--- config.mk ---
export PLATFORM = sky130hd
export DESIGN_NAME = bitser_mem_engine
export DESIGN_NICKNAME = d
export VERILOG_FILES = /design/src/rtl/bsm_pkg.sv /design/src/rtl/bsm_cycle_decode.sv /design/src/rtl/bsm_seq_ctrl.sv /design/src/rtl/bsm_store.sv /design/src/rtl/bitser_mem_engine.sv
export SDC_FILE = /design/constraint.sdc
export NUM_CORES = 2
export LEC_CHECK = 0
export ABC_AREA = 0
export BUFFER_PORTS_ARGS = -buffer_cell sky130_fd_sc_hd__buf_4
export CAP_MARGIN = 20
export CORE_UTILIZATION = 45
export CTS_CLUSTER_SIZE = 25
export DETAILED_ROUTE_END_ITERATION = 8
export SLEW_MARGIN = 20
export SYNTH_ARGS = -nofsm -noshare
export SYNTH_HDL_FRONTEND = slang
export SYNTH_MEMORY_MAX_BITS = 65536
export SYNTH_SLANG_ARGS = --single-unit
--- constraint.sdc ---
create_clock -name clk -period 4.45 [get_ports clk]
set_input_delay 0.2225 -clock clk [delete_from_list [all_inputs] [get_ports clk]]
set_output_delay 0.2225 -clock clk [all_outputs]
set_load 0.005 [all_outputs]
--- src/rtl/bsm_pkg.sv ---
// Shared types for the bit-serial bus memory engine.
// Assumes: one bus event per cycle end; events are decoded before sequencing.
package bsm_pkg;

    // Completed bus cycle seen in a clock cycle
    typedef enum logic [1:0] {
        EV_NONE = 2'd0,
        EV_RD   = 2'd1,
        EV_WR0  = 2'd2,
        EV_WR1  = 2'd3
    } bus_ev_e;

    // Sequencer state
    typedef enum logic [2:0] {
        ST_IDLE,
        ST_RST_ARM,
        ST_ADDR,
        ST_ADDR_DONE,
        ST_READ,
        ST_LOAD,
        ST_PG_END,
        ST_CM_ARM
    } eng_st_e;

    localparam int ADDR_LEN = 16;

endpackage

--- src/rtl/bsm_cycle_decode.sv ---
// Turns sampled bus strobes into single-cycle events.
// A cycle ends on the first clock at which one of its strobes is seen high.
// Assumes: strobes are synchronous to clk and held low for at least one clock.
module bsm_cycle_decode
    import bsm_pkg::*;
(
    input  logic    clk,
    input  logic    rst_n,
    input  logic    ce_n,
    input  logic    oe_n,
    input  logic    we_n,
    input  logic    io_in,
    output bus_ev_e ev,
    output logic    rd_now
);

    logic wr_now;
    logic wr_act_q;
    logic rd_act_q;
    logic wr_bit_q;

    assign wr_now = !ce_n && !we_n && oe_n;
    assign rd_now = !ce_n && !oe_n && we_n;

    // Track active cycles and hold the latest write bit while strobes are low
    always_ff @(posedge clk) begin
        if (!rst_n) begin
            wr_act_q <= 1'b0;
            rd_act_q <= 1'b0;
            wr_bit_q <= 1'b0;
        end else begin
            wr_act_q <= wr_now;
            rd_act_q <= rd_now;
            if (wr_now) wr_bit_q <= io_in;
        end
    end

    // Emit an event when the first strobe of an active cycle rises
    always_comb begin
        ev = EV_NONE;
        if (rd_act_q && (ce_n || oe_n))
            ev = EV_RD;
        else if (wr_act_q && (ce_n || we_n))
            ev = wr_bit_q ? EV_WR1 : EV_WR0;
    end

endmodule

--- src/rtl/bsm_seq_ctrl.sv ---
// Pattern sequencer: recognises reset, address load, sequential read,
// page load and commit patterns from the stream of one-bit events.
// Assumes: at most one event per clock; store reports busy/commit_done.
module bsm_seq_ctrl
    import bsm_pkg::*;
#(
    parameter int AW = 9,
    parameter int PW = 6
) (
    input  logic             clk,
    input  logic             rst_n,
    input  bus_ev_e          ev,
    input  logic             busy,
    input  logic             commit_done,
    input  logic             wp_n,
    output eng_st_e          st,
    output logic [AW-1:0]    addr,
    output logic [2:0]       bit_idx,
    output logic             wel,
    output logic             commit_go,
    output logic             ld_we,
    output logic [PW-1:0]    ld_col,
    output logic [7:0]       ld_byte,
    output logic [AW-PW-1:0] page,
    output logic             clr_mask
);

    eng_st_e       st_q;
    logic [3:0]    acnt_q;
    logic [AW-2:0] ashift_q;
    logic [AW-1:0] addr_q;
    logic [2:0]    bidx_q;
    logic [6:0]    dshift_q;
    logic [PW-1:0] col_q;
    logic          wel_q;
    logic          last_rd_q;

    logic          is_rd;
    logic          is_wr;
    logic          wbit;
    logic          reset_hit;
    logic [AW-1:0] full_addr;

    assign is_rd     = (ev == EV_RD);
    assign is_wr     = (ev == EV_WR0) || (ev == EV_WR1);
    assign wbit      = (ev == EV_WR1);
    // A zero written right after a read is a reset, except as an address bit
    assign reset_hit = (ev == EV_WR0) && last_rd_q && (st_q != ST_ADDR);
    // Only the low AW address bits survive in the shifter
    assign full_addr = {ashift_q, wbit};

    assign commit_go = (st_q == ST_CM_ARM) && is_rd && wel_q && wp_n && !busy;
    assign ld_we     = (st_q == ST_LOAD) && is_wr && (bidx_q == 3'd7);
    assign ld_byte   = {dshift_q, wbit};
    assign ld_col    = col_q;
    assign clr_mask  = (st_q == ST_RST_ARM) && is_rd && !busy;
    assign page      = addr_q[AW-1:PW];
    assign st        = st_q;
    assign addr      = addr_q;
    assign bit_idx   = bidx_q;
    assign wel       = wel_q;

    // Sequence state, counters and write-enable latch
    always_ff @(posedge clk) begin
        if (!rst_n) begin
            st_q      <= ST_IDLE;
            acnt_q    <= '0;
            ashift_q  <= '0;
            addr_q    <= '0;
            bidx_q    <= '0;
            dshift_q  <= '0;
            col_q     <= '0;
            wel_q     <= 1'b0;
            last_rd_q <= 1'b0;
        end else begin
            if (commit_done) wel_q <= 1'b0;
            if (ev != EV_NONE) begin
                last_rd_q <= is_rd;
                if (reset_hit) begin
                    st_q <= ST_RST_ARM;
                end else begin
                    unique case (st_q)
                        ST_IDLE: ;
                        ST_RST_ARM: begin
                            if (is_rd && !busy) begin
                                st_q   <= ST_ADDR;
                                acnt_q <= '0;
                                wel_q  <= 1'b1;
                            end else begin
                                st_q <= ST_IDLE;
                                if (is_wr) wel_q <= 1'b0;
                            end
                        end
                        ST_ADDR: begin
                            if (is_wr) begin
                                ashift_q <= full_addr[AW-2:0];
                                if (acnt_q == 4'd15) begin
                                    st_q   <= ST_ADDR_DONE;
                                    addr_q <= full_addr;
                                    col_q  <= full_addr[PW-1:0];
                                    bidx_q <= '0;
                                end else begin
                                    acnt_q <= acnt_q + 4'd1;
                                end
                            end else if (acnt_q != 4'd0) begin
                                st_q  <= ST_IDLE;
                                wel_q <= 1'b0;
                            end
                        end
                        ST_ADDR_DONE: begin
                            bidx_q <= 3'd1;
                            if (is_rd) begin
                                st_q <= ST_READ;
                            end else begin
                                st_q     <= ST_LOAD;
                                dshift_q <= {dshift_q[5:0], wbit};
                            end
                        end
                        ST_READ: begin
                            if (is_rd) begin
                                bidx_q <= bidx_q + 3'd1;
                                if (bidx_q == 3'd7) addr_q <= addr_q + AW'(1);
                            end else begin
                                st_q  <= ST_IDLE;
                                wel_q <= 1'b0;
                            end
                        end
                        ST_LOAD: begin
                            if (is_wr) begin
                                dshift_q <= {dshift_q[5:0], wbit};
                                bidx_q   <= bidx_q + 3'd1;
                                if (bidx_q == 3'd7) col_q <= col_q + PW'(1);
                            end else if (bidx_q == 3'd0) begin
                                st_q <= ST_PG_END;
                            end else begin
                                st_q  <= ST_IDLE;
                                wel_q <= 1'b0;
                            end
                        end
                        ST_PG_END: begin
                            if (is_rd) begin
                                st_q  <= ST_IDLE;
                                wel_q <= 1'b0;
                            end else begin
                                st_q <= ST_CM_ARM;
                            end
                        end
                        ST_CM_ARM: begin
                            st_q <= ST_IDLE;
                            if (!commit_go) wel_q <= 1'b0;
                        end
                        default: st_q <= ST_IDLE;
                    endcase
                end
            end
        end
    end

endmodule

--- src/rtl/bsm_store.sv ---
// Byte array, page buffer with per-column load mask, and commit timer.
// Loaded bytes are copied into the array when the timer expires.
// Assumes: no page-buffer writes while busy (sequencer guarantees it).
module bsm_store #(
    parameter int DEPTH      = 512,
    parameter int PAGE       = 64,
    parameter int COMMIT_CYC = 300,
    localparam int AW = $clog2(DEPTH),
    localparam int PW = $clog2(PAGE),
    localparam int TW = $clog2(COMMIT_CYC + 1)
) (
    input  logic             clk,
    input  logic             rst_n,
    input  logic [AW-1:0]    rd_addr,
    output logic [7:0]       rd_byte,
    input  logic             ld_we,
    input  logic [PW-1:0]    ld_col,
    input  logic [7:0]       ld_byte,
    input  logic             clr_mask,
    input  logic             commit_go,
    input  logic [AW-PW-1:0] page,
    output logic             busy,
    output logic             commit_done
);

    logic [7:0]       mem_q  [DEPTH];
    logic [7:0]       pbuf_q [PAGE];
    logic [PAGE-1:0]  pmask_q;
    logic [AW-PW-1:0] pg_q;
    logic             busy_q;
    logic [TW-1:0]    tmr_q;

    assign busy        = busy_q;
    assign commit_done = busy_q && (tmr_q == '0);
    assign rd_byte     = mem_q[rd_addr];

    // Page buffer data, one byte per completed load
    always_ff @(posedge clk) begin
        if (ld_we) pbuf_q[ld_col] <= ld_byte;
    end

    // Per-column loaded flags
    for (genvar g = 0; g < PAGE; g++) begin : g_mask
        always_ff @(posedge clk) begin
            if (!rst_n || clr_mask || commit_done)
                pmask_q[g] <= 1'b0;
            else if (ld_we && (ld_col == PW'(g)))
                pmask_q[g] <= 1'b1;
        end
    end

    // Commit timer and latched page number
    always_ff @(posedge clk) begin
        if (!rst_n) begin
            busy_q <= 1'b0;
            tmr_q  <= '0;
            pg_q   <= '0;
        end else if (commit_go && !busy_q) begin
            busy_q <= 1'b1;
            tmr_q  <= TW'(COMMIT_CYC - 1);
            pg_q   <= page;
        end else if (busy_q) begin
            if (tmr_q == '0) busy_q <= 1'b0;
            else             tmr_q  <= tmr_q - TW'(1);
        end
    end

    // Copy loaded columns into the array when the commit ends
    always_ff @(posedge clk) begin
        if (commit_done) begin
            for (int i = 0; i < PAGE; i++) begin
                if (pmask_q[i]) mem_q[{pg_q, PW'(i)}] <= pbuf_q[i];
            end
        end
    end

endmodule

--- src/rtl/bitser_mem_engine.sv ---
// Top: bit-serial bus memory engine. Decodes bus cycles into events,
// sequences them into memory operations and drives the single data line.
// Assumes: DEPTH and PAGE are powers of two with DEPTH >= 2*PAGE.
module bitser_mem_engine #(
    parameter int DEPTH      = 512,
    parameter int PAGE       = 64,
    parameter int COMMIT_CYC = 300
) (
    input  logic clk,
    input  logic rst_n,
    input  logic ce_n,
    input  logic oe_n,
    input  logic we_n,
    input  logic wp_n,
    input  logic io_in,
    output logic io_out,
    output logic io_oe
);
    import bsm_pkg::*;

    localparam int AW = $clog2(DEPTH);
    localparam int PW = $clog2(PAGE);

    bus_ev_e          ev_w;
    logic             rd_now_w;
    eng_st_e          st_w;
    logic [AW-1:0]    addr_w;
    logic [2:0]       bidx_w;
    logic             wel_w;
    logic             commit_go_w;
    logic             ld_we_w;
    logic [PW-1:0]    ld_col_w;
    logic [7:0]       ld_byte_w;
    logic [AW-PW-1:0] page_w;
    logic             clr_mask_w;
    logic [7:0]       rd_byte_w;
    logic             busy_w;
    logic             commit_done_w;

    bsm_cycle_decode u_dec (
        .clk    (clk),
        .rst_n  (rst_n),
        .ce_n   (ce_n),
        .oe_n   (oe_n),
        .we_n   (we_n),
        .io_in  (io_in),
        .ev     (ev_w),
        .rd_now (rd_now_w)
    );

    bsm_seq_ctrl #(.AW(AW), .PW(PW)) u_seq (
        .clk         (clk),
        .rst_n       (rst_n),
        .ev          (ev_w),
        .busy        (busy_w),
        .commit_done (commit_done_w),
        .wp_n        (wp_n),
        .st          (st_w),
        .addr        (addr_w),
        .bit_idx     (bidx_w),
        .wel         (wel_w),
        .commit_go   (commit_go_w),
        .ld_we       (ld_we_w),
        .ld_col      (ld_col_w),
        .ld_byte     (ld_byte_w),
        .page        (page_w),
        .clr_mask    (clr_mask_w)
    );

    bsm_store #(.DEPTH(DEPTH), .PAGE(PAGE), .COMMIT_CYC(COMMIT_CYC)) u_store (
        .clk         (clk),
        .rst_n       (rst_n),
        .rd_addr     (addr_w),
        .rd_byte     (rd_byte_w),
        .ld_we       (ld_we_w),
        .ld_col      (ld_col_w),
        .ld_byte     (ld_byte_w),
        .clr_mask    (clr_mask_w),
        .commit_go   (commit_go_w),
        .page        (page_w),
        .busy        (busy_w),
        .commit_done (commit_done_w)
    );

    assign io_oe = rd_now_w;

    // Data-line value: busy status first, then data bit, else idle high
    always_comb begin
        if (busy_w)
            io_out = 1'b0;
        else if (st_w == ST_ADDR_DONE || st_w == ST_READ)
            io_out = rd_byte_w[3'd7 - bidx_w];
        else
            io_out = 1'b1;
    end

endmodule

==> Word level (Yosys, flattened, before mapping) <==
Memory sizes are Yosys's and may differ from the RTL's. A register that Yosys moved wholly into a read port is not among the register bits.
Cells that the tools add are included.
{ "word_totals": {"memories": 2, "regBits": 122, "ram_bits": 4608} }
{ "op_classes": {"n_lt_le_gt_ge": 1, "eq_ne": 90, "n_bitwise": 3, "n_mux": 255, "add_sub_neg": 6, "n_reduce_logical": 116} }
{ "mem_list": {"columns": ["name", "depth", "width", "read_ports", "rd_ports_with_merged_regs", "write_ports", "line", "source"], "rows": [
  ["u_store.mem_q", 512, 8, 1, 1, 64, "bsm_store.sv:26", "logic [7:0] mem_q [DEPTH];"],
  ["u_store.pbuf_q", 64, 8, 64, 0, 1, "bsm_store.sv:27", "logic [7:0] pbuf_q [PAGE];"]
]} }
{ "ops": {"columns": ["operator", "n"], "rows": [
  ["2-to-1 mux 1 bit", 214],
  ["equality test 6 bit, second input constant", 32],
  ["equality test 6 x 5 -> 1 bit, second input constant", 16],
  ["logical AND 1 bit", 83],
  ["2-to-1 mux 9 bit", 9],
  ["equality test 6 x 4 -> 1 bit, second input constant", 8],
  ["2-to-1 mux 3 bit", 12],
  ["equality test 6 x 3 -> 1 bit, second input constant", 4],
  ["2-to-1 mux 6 bit", 4],
  ["one-hot mux 3 bit (7 select lines)", 1],
  ["AND reduction 7 bit", 3],
  ["one-hot mux 9 bit (2 select lines)", 1],
  ["equality test 3 bit, second input constant", 5],
  ["2-to-1 mux 7 bit", 2],
  ["one-hot mux 7 bit (2 select lines)", 1],
  ["equality test 6 x 2 -> 1 bit, second input constant", 2],
  ["2-to-1 mux 4 bit", 3],
  ["one-hot mux 3 bit (4 select lines)", 1],
  ["one-hot mux 6 bit (2 select lines)", 1],
  ["AND reduction 6 bit", 2],
  ["nonzero test 2 bit", 6],
  ["inequality test 2 x 1 -> 1 bit, second input constant", 5],
  ["inequality test 2 bit, second input constant", 5],
  ["adder 9 x 1 -> 9 bit, second input constant", 1],
  ["other kinds (32)", 50]
]} }

==> Logic depth before layout (Yosys ltp) <==
{ "logic_depth": {"depth_word": 13, "mapped_depth": 16, "ltp_nobuf": 10} }

==> Modules after synthesis <==
A second synthesis with hierarchy kept.
{ "unflattened": {"hier_cells": 9167, "hier_area_um2": 182939.2} }
{ "modules_own_cells": {"columns": ["mod", "instances", "seq_area_each_um2", "cells_per_inst", "area_each_um2"], "rows": [
  ["bsm_store", 1, 139914.2, 8831, 180202.8],
  ["bsm_seq_ctrl", 1, 840.8, 311, 2497.4],
  ["bsm_cycle_decode", 1, 60.1, 15, 141.4],
  ["bitser_mem_engine", 1, 0.0, 10, 97.6]
]} }

==> Worst setup path before layout <==
Ideal clock, no wire load.
{ "synth_timing": {"kind": "register -> output", "from": "register (tool-made name)", "to": "output io_out", "required_time_ns": 4.228, "stages_incl_launch_ff": 14, "setup_slack_ns": 1.209, "t_arrival_ns": 3.018, "n_path_buf": 6, "path_cell_list": "dfxtp_1 -> buf_6 -> buf_6 -> buf_4 -> buf_6 -> buf_4 -> buf_2 -> mux4_2 -> a32oi_1 -> nand3_1 -> nor4_1 -> a211oi_1 -> o41ai_2 -> o41ai_1"} }
{ "synth_lines": {"columns": ["item", "line", "source"], "rows": [
  ["to (decl)", "bitser_mem_engine.sv:16", "output logic io_out,"]
]} }

==> impl_metrics.tcl <==
set metrics [dict create \
    clk_path_buf_depth 4 \
    power.density_nw_per_um2 423 \
    synth.net_count 8776 \
    synth_cell_type_count 72 \
    viasPerCell 6.65 \
    outcome "finished, violations left" \
    fin_crit_ns 5.52 \
    timing.setup.tns_ns -1.07 \
    wl_per_cell_um 45.5 \
    dr.pass1.iters 6 \
    drc 0 \
    start_util_pct 45.3 \
    yosysSeqAreaShare_pct 77.9 \
    grt_start_max_net_pins 65 \
    crit_slowest_cell "o41ai_4" \
    grt_util_all_layers_pct 33.5 \
    drt-initial-drc-count 18400 \
    worstHoldPathType "in -> reg" \
    grt_first_pass_wirelength_um 900000 \
    fin_ws_ns -1.07 \
    yosysTopAreaCell "edfxtp_1" \
    tightest_slew_ns 1.23 \
    yosysTopAreaCellShare_pct 76.5 \
    grt_pass1_vias 95700 \
    synth_area_per_cell_sq_um 20.7 \
    crit_family "compound AO/OA/AOI/OAI gates" \
    clk_latency_ns 1.05 \
    cts.reportedPaths.clkPinSlew_ns 0.06 \
    fmax_ghz 0.181 \
    path_class "reg -> out" \
    synth-edff-count 4608 \
    nets 9545 \
    die_x_um 636 \
    gp_congestion 1.04 \
    async_flop_share_pct 0 \
    cts_made_buffers 461 \
    grt_overflow 0 \
    skew_ns 0.0584 \
    portBuffers 8 \
    num_rows 232 \
    drive_above_1_share_pct 25.1 \
    ys_warn_count 0 \
    critPathBufInv 5 \
    dpl.hpwl_um 485000 \
    ys_dominant_reg_cell "edfxtp_1" \
    cts_tree "done" \
    cp_cell_sequence "buf_12, buf_12, buf_16, buf_4, mux2i_1, a21oi_1, nand3_1, a41o_1, nand4_1, nor3_1, a311oi_1, a311oi_2, o41ai_4, buf_4" \
    worstSetupStartpointType "flop" \
    grt_antenna_before_repair 88 \
    power.total_mw 88.5 \
    totalWireLength_um 691000 \
    rsz0062_at_grt "yes" \
    min_period_over_period_pct 124 \
    cts_sinks 4739 \
    vdd_ir_drop_max_mv 0.390 \
    cts-root-buf "clkbuf_16" \
    violations "negative setup slack" \
    cp.arrival_ns 5.30 \
    ios 9 \
    core_sq_um 400000 \
    dieArea_sq_um 405000 \
    power.leakage_nw 57.4 \
    required_ns 4.23 \
    vias 101000 \
    syn_area_sq_um 181000 \
    yosys-top-cells-area "edfxtp_1 (76%), mux4_2 (10%), mux2i_1 (3.0%)" \
    ys_ff_latch 4739 \
    setup_violations 1 \
    finalHoldViolCount 0 \
    die_h_um 636 \
    syn_to_final_growth_pct 15.6 \
    slowest_delay_ns 0.66 \
    syn-instance-count 8757 \
    cap_violations 0 \
    slew_headroom_pct 17.8 \
    h-tree-depth 5 \
    antenna_left 0 \
    end_kind "output pin" \
    drv_slew 0 \
    worstPathMaxFanout 23 \
]
-- cell usage after synthesis (all sizes together), types with 21 or more instances --
cell type  instances
edfxtp          4608
mux4             828
mux2i            544
and2             538
buf              298
a22oi            266
nor2             228
clkbuf           190
a21oi            181
nand2            169
dfxtp            131
nand3            116
a221oi            45
o21ai             45
o22ai             44
nor2b             40
a22o              37
a31oi             37
mux2              34
nor3              33
a211oi            29
nand4             27
o221ai            23
and3              21
-- layout make-up --
type	count	area, sq um
timing repair buffer	794	7910
sequential	4739	141000
clock inverter	309	3400
multi-input combinational	3510	38100
fill	30800	191000
antenna	18	45.0
clock buffer	540	12000
inverter	20	82.6
tap	5265	6590
-- cells in the final DEF (no fill, tap or decap), types with 98 or more instances in the layout --
cell type  count
nand3_1      108
a22oi_1      253
dfxtp_1      117
buf_4        629
and2_1       534
mux4_2       828
a21oi_1      175
clkbuf_16    469
nand2_1      167
edfxtp_1    4608
clkinv_1      98
mux2i_1      526
nor2_1       213
-- flip-flops by register name, summed over array words and instances (netlist names), 3 cells and up, named ones only --
signal and cells:
u_store.mem_q 4096, u_store.pbuf_q 512, u_store.pmask_q 64, u_seq.addr 9, u_store.tmr_q 9, u_seq.ashift_q 8
u_seq.dshift_q 7, u_seq.ld_col 6, u_seq.acnt_q 4, u_seq.bit_idx 3, u_seq.st 3, u_store.pg_q 3
-- through the flow --
step                area [sq um]  utilization [%]  cells  setup WS (ns)  hold slack, ns
global route              209000             52.3  15200         -0.948           0.274
floorplan                 181000                -   8757           1.21           0.368
global placement          192000             47.9  14200          -1.23           0.458
CTS                       208000             52.1  15100         -0.915           0.182
finish                    209000             52.3  15200          -1.07           0.233
detailed placement        192000             48.0  14200         -0.726           0.477
-- final timing paths --
kind | startpoint | to | slack [ns] | cells after the start
setup / recovery | flop | io_out | -1.07 | 14
hold / removal | rst_n | u_seq.dshift_q[0] | 0.23 | 3
hold reg to reg | u_seq.ashift_q[7] | u_seq.ashift_q[7] | 0.49 | 2
setup reg to reg | u_store.tmr_q[0] | u_store.mem_q[6][5] | 0.63 | 8
-- per-layer routing --
layer | track usage [%] | vias up | routed length [um]
met1 | 45.3 | 53800 | 251000
met3 | 10.3 | 1334 | 95000
met4 | 15.2 | 20 | 38900
met2 | 50.0 | 8270 | 305000
met5 | 0 | - | 145
li1 | - | 37600 | -
-- kinds of logic (layout without fill, tap and decap cells) --
| logic type | count (synthesis) | count (layout) | share of synthesized area (%) |
|---|---|---|---|
| flops | 4739 | 4739 | 77.9 |
| fa+ha+maj | 12 | 12 | 0.0830 |
| xor+xnor | 11 | 11 | 0.0533 |
| simple gates | 1254 | 1254 | 3.73 |
| compound gates | 827 | 827 | 3.22 |
| mux | 1406 | 1406 | 13.5 |
| buf+inv | 508 | 1663 | 1.44 |
| other cells | 0 | 18 | 0 |
-- timing repair --
item | 4_1_cts | 5_1_grt
hold buffers | 13 | 0
gates resized for setup | 103 | 63
hold endpoints to repair | 85 | 0
gates cloned | 7 | 5
endpoints found under the setup margin | 1 | 1
pin swaps | 13 | 19
buffers inserted | 49 | 28
-- power by group --
group | internal, mW | switching, mW
logic | 0.0174 | 0.0348
clock network | 22.7 | 17.6
registers | 48.2 | 0.000945
-- worst min-delay path, stage by stage --
cell	delay, ns
dlygate4sd3_1	0.54
buf_4	0.28
a21boi_0	0.18
No activity file was read; power rests on OpenSTA's default activity.
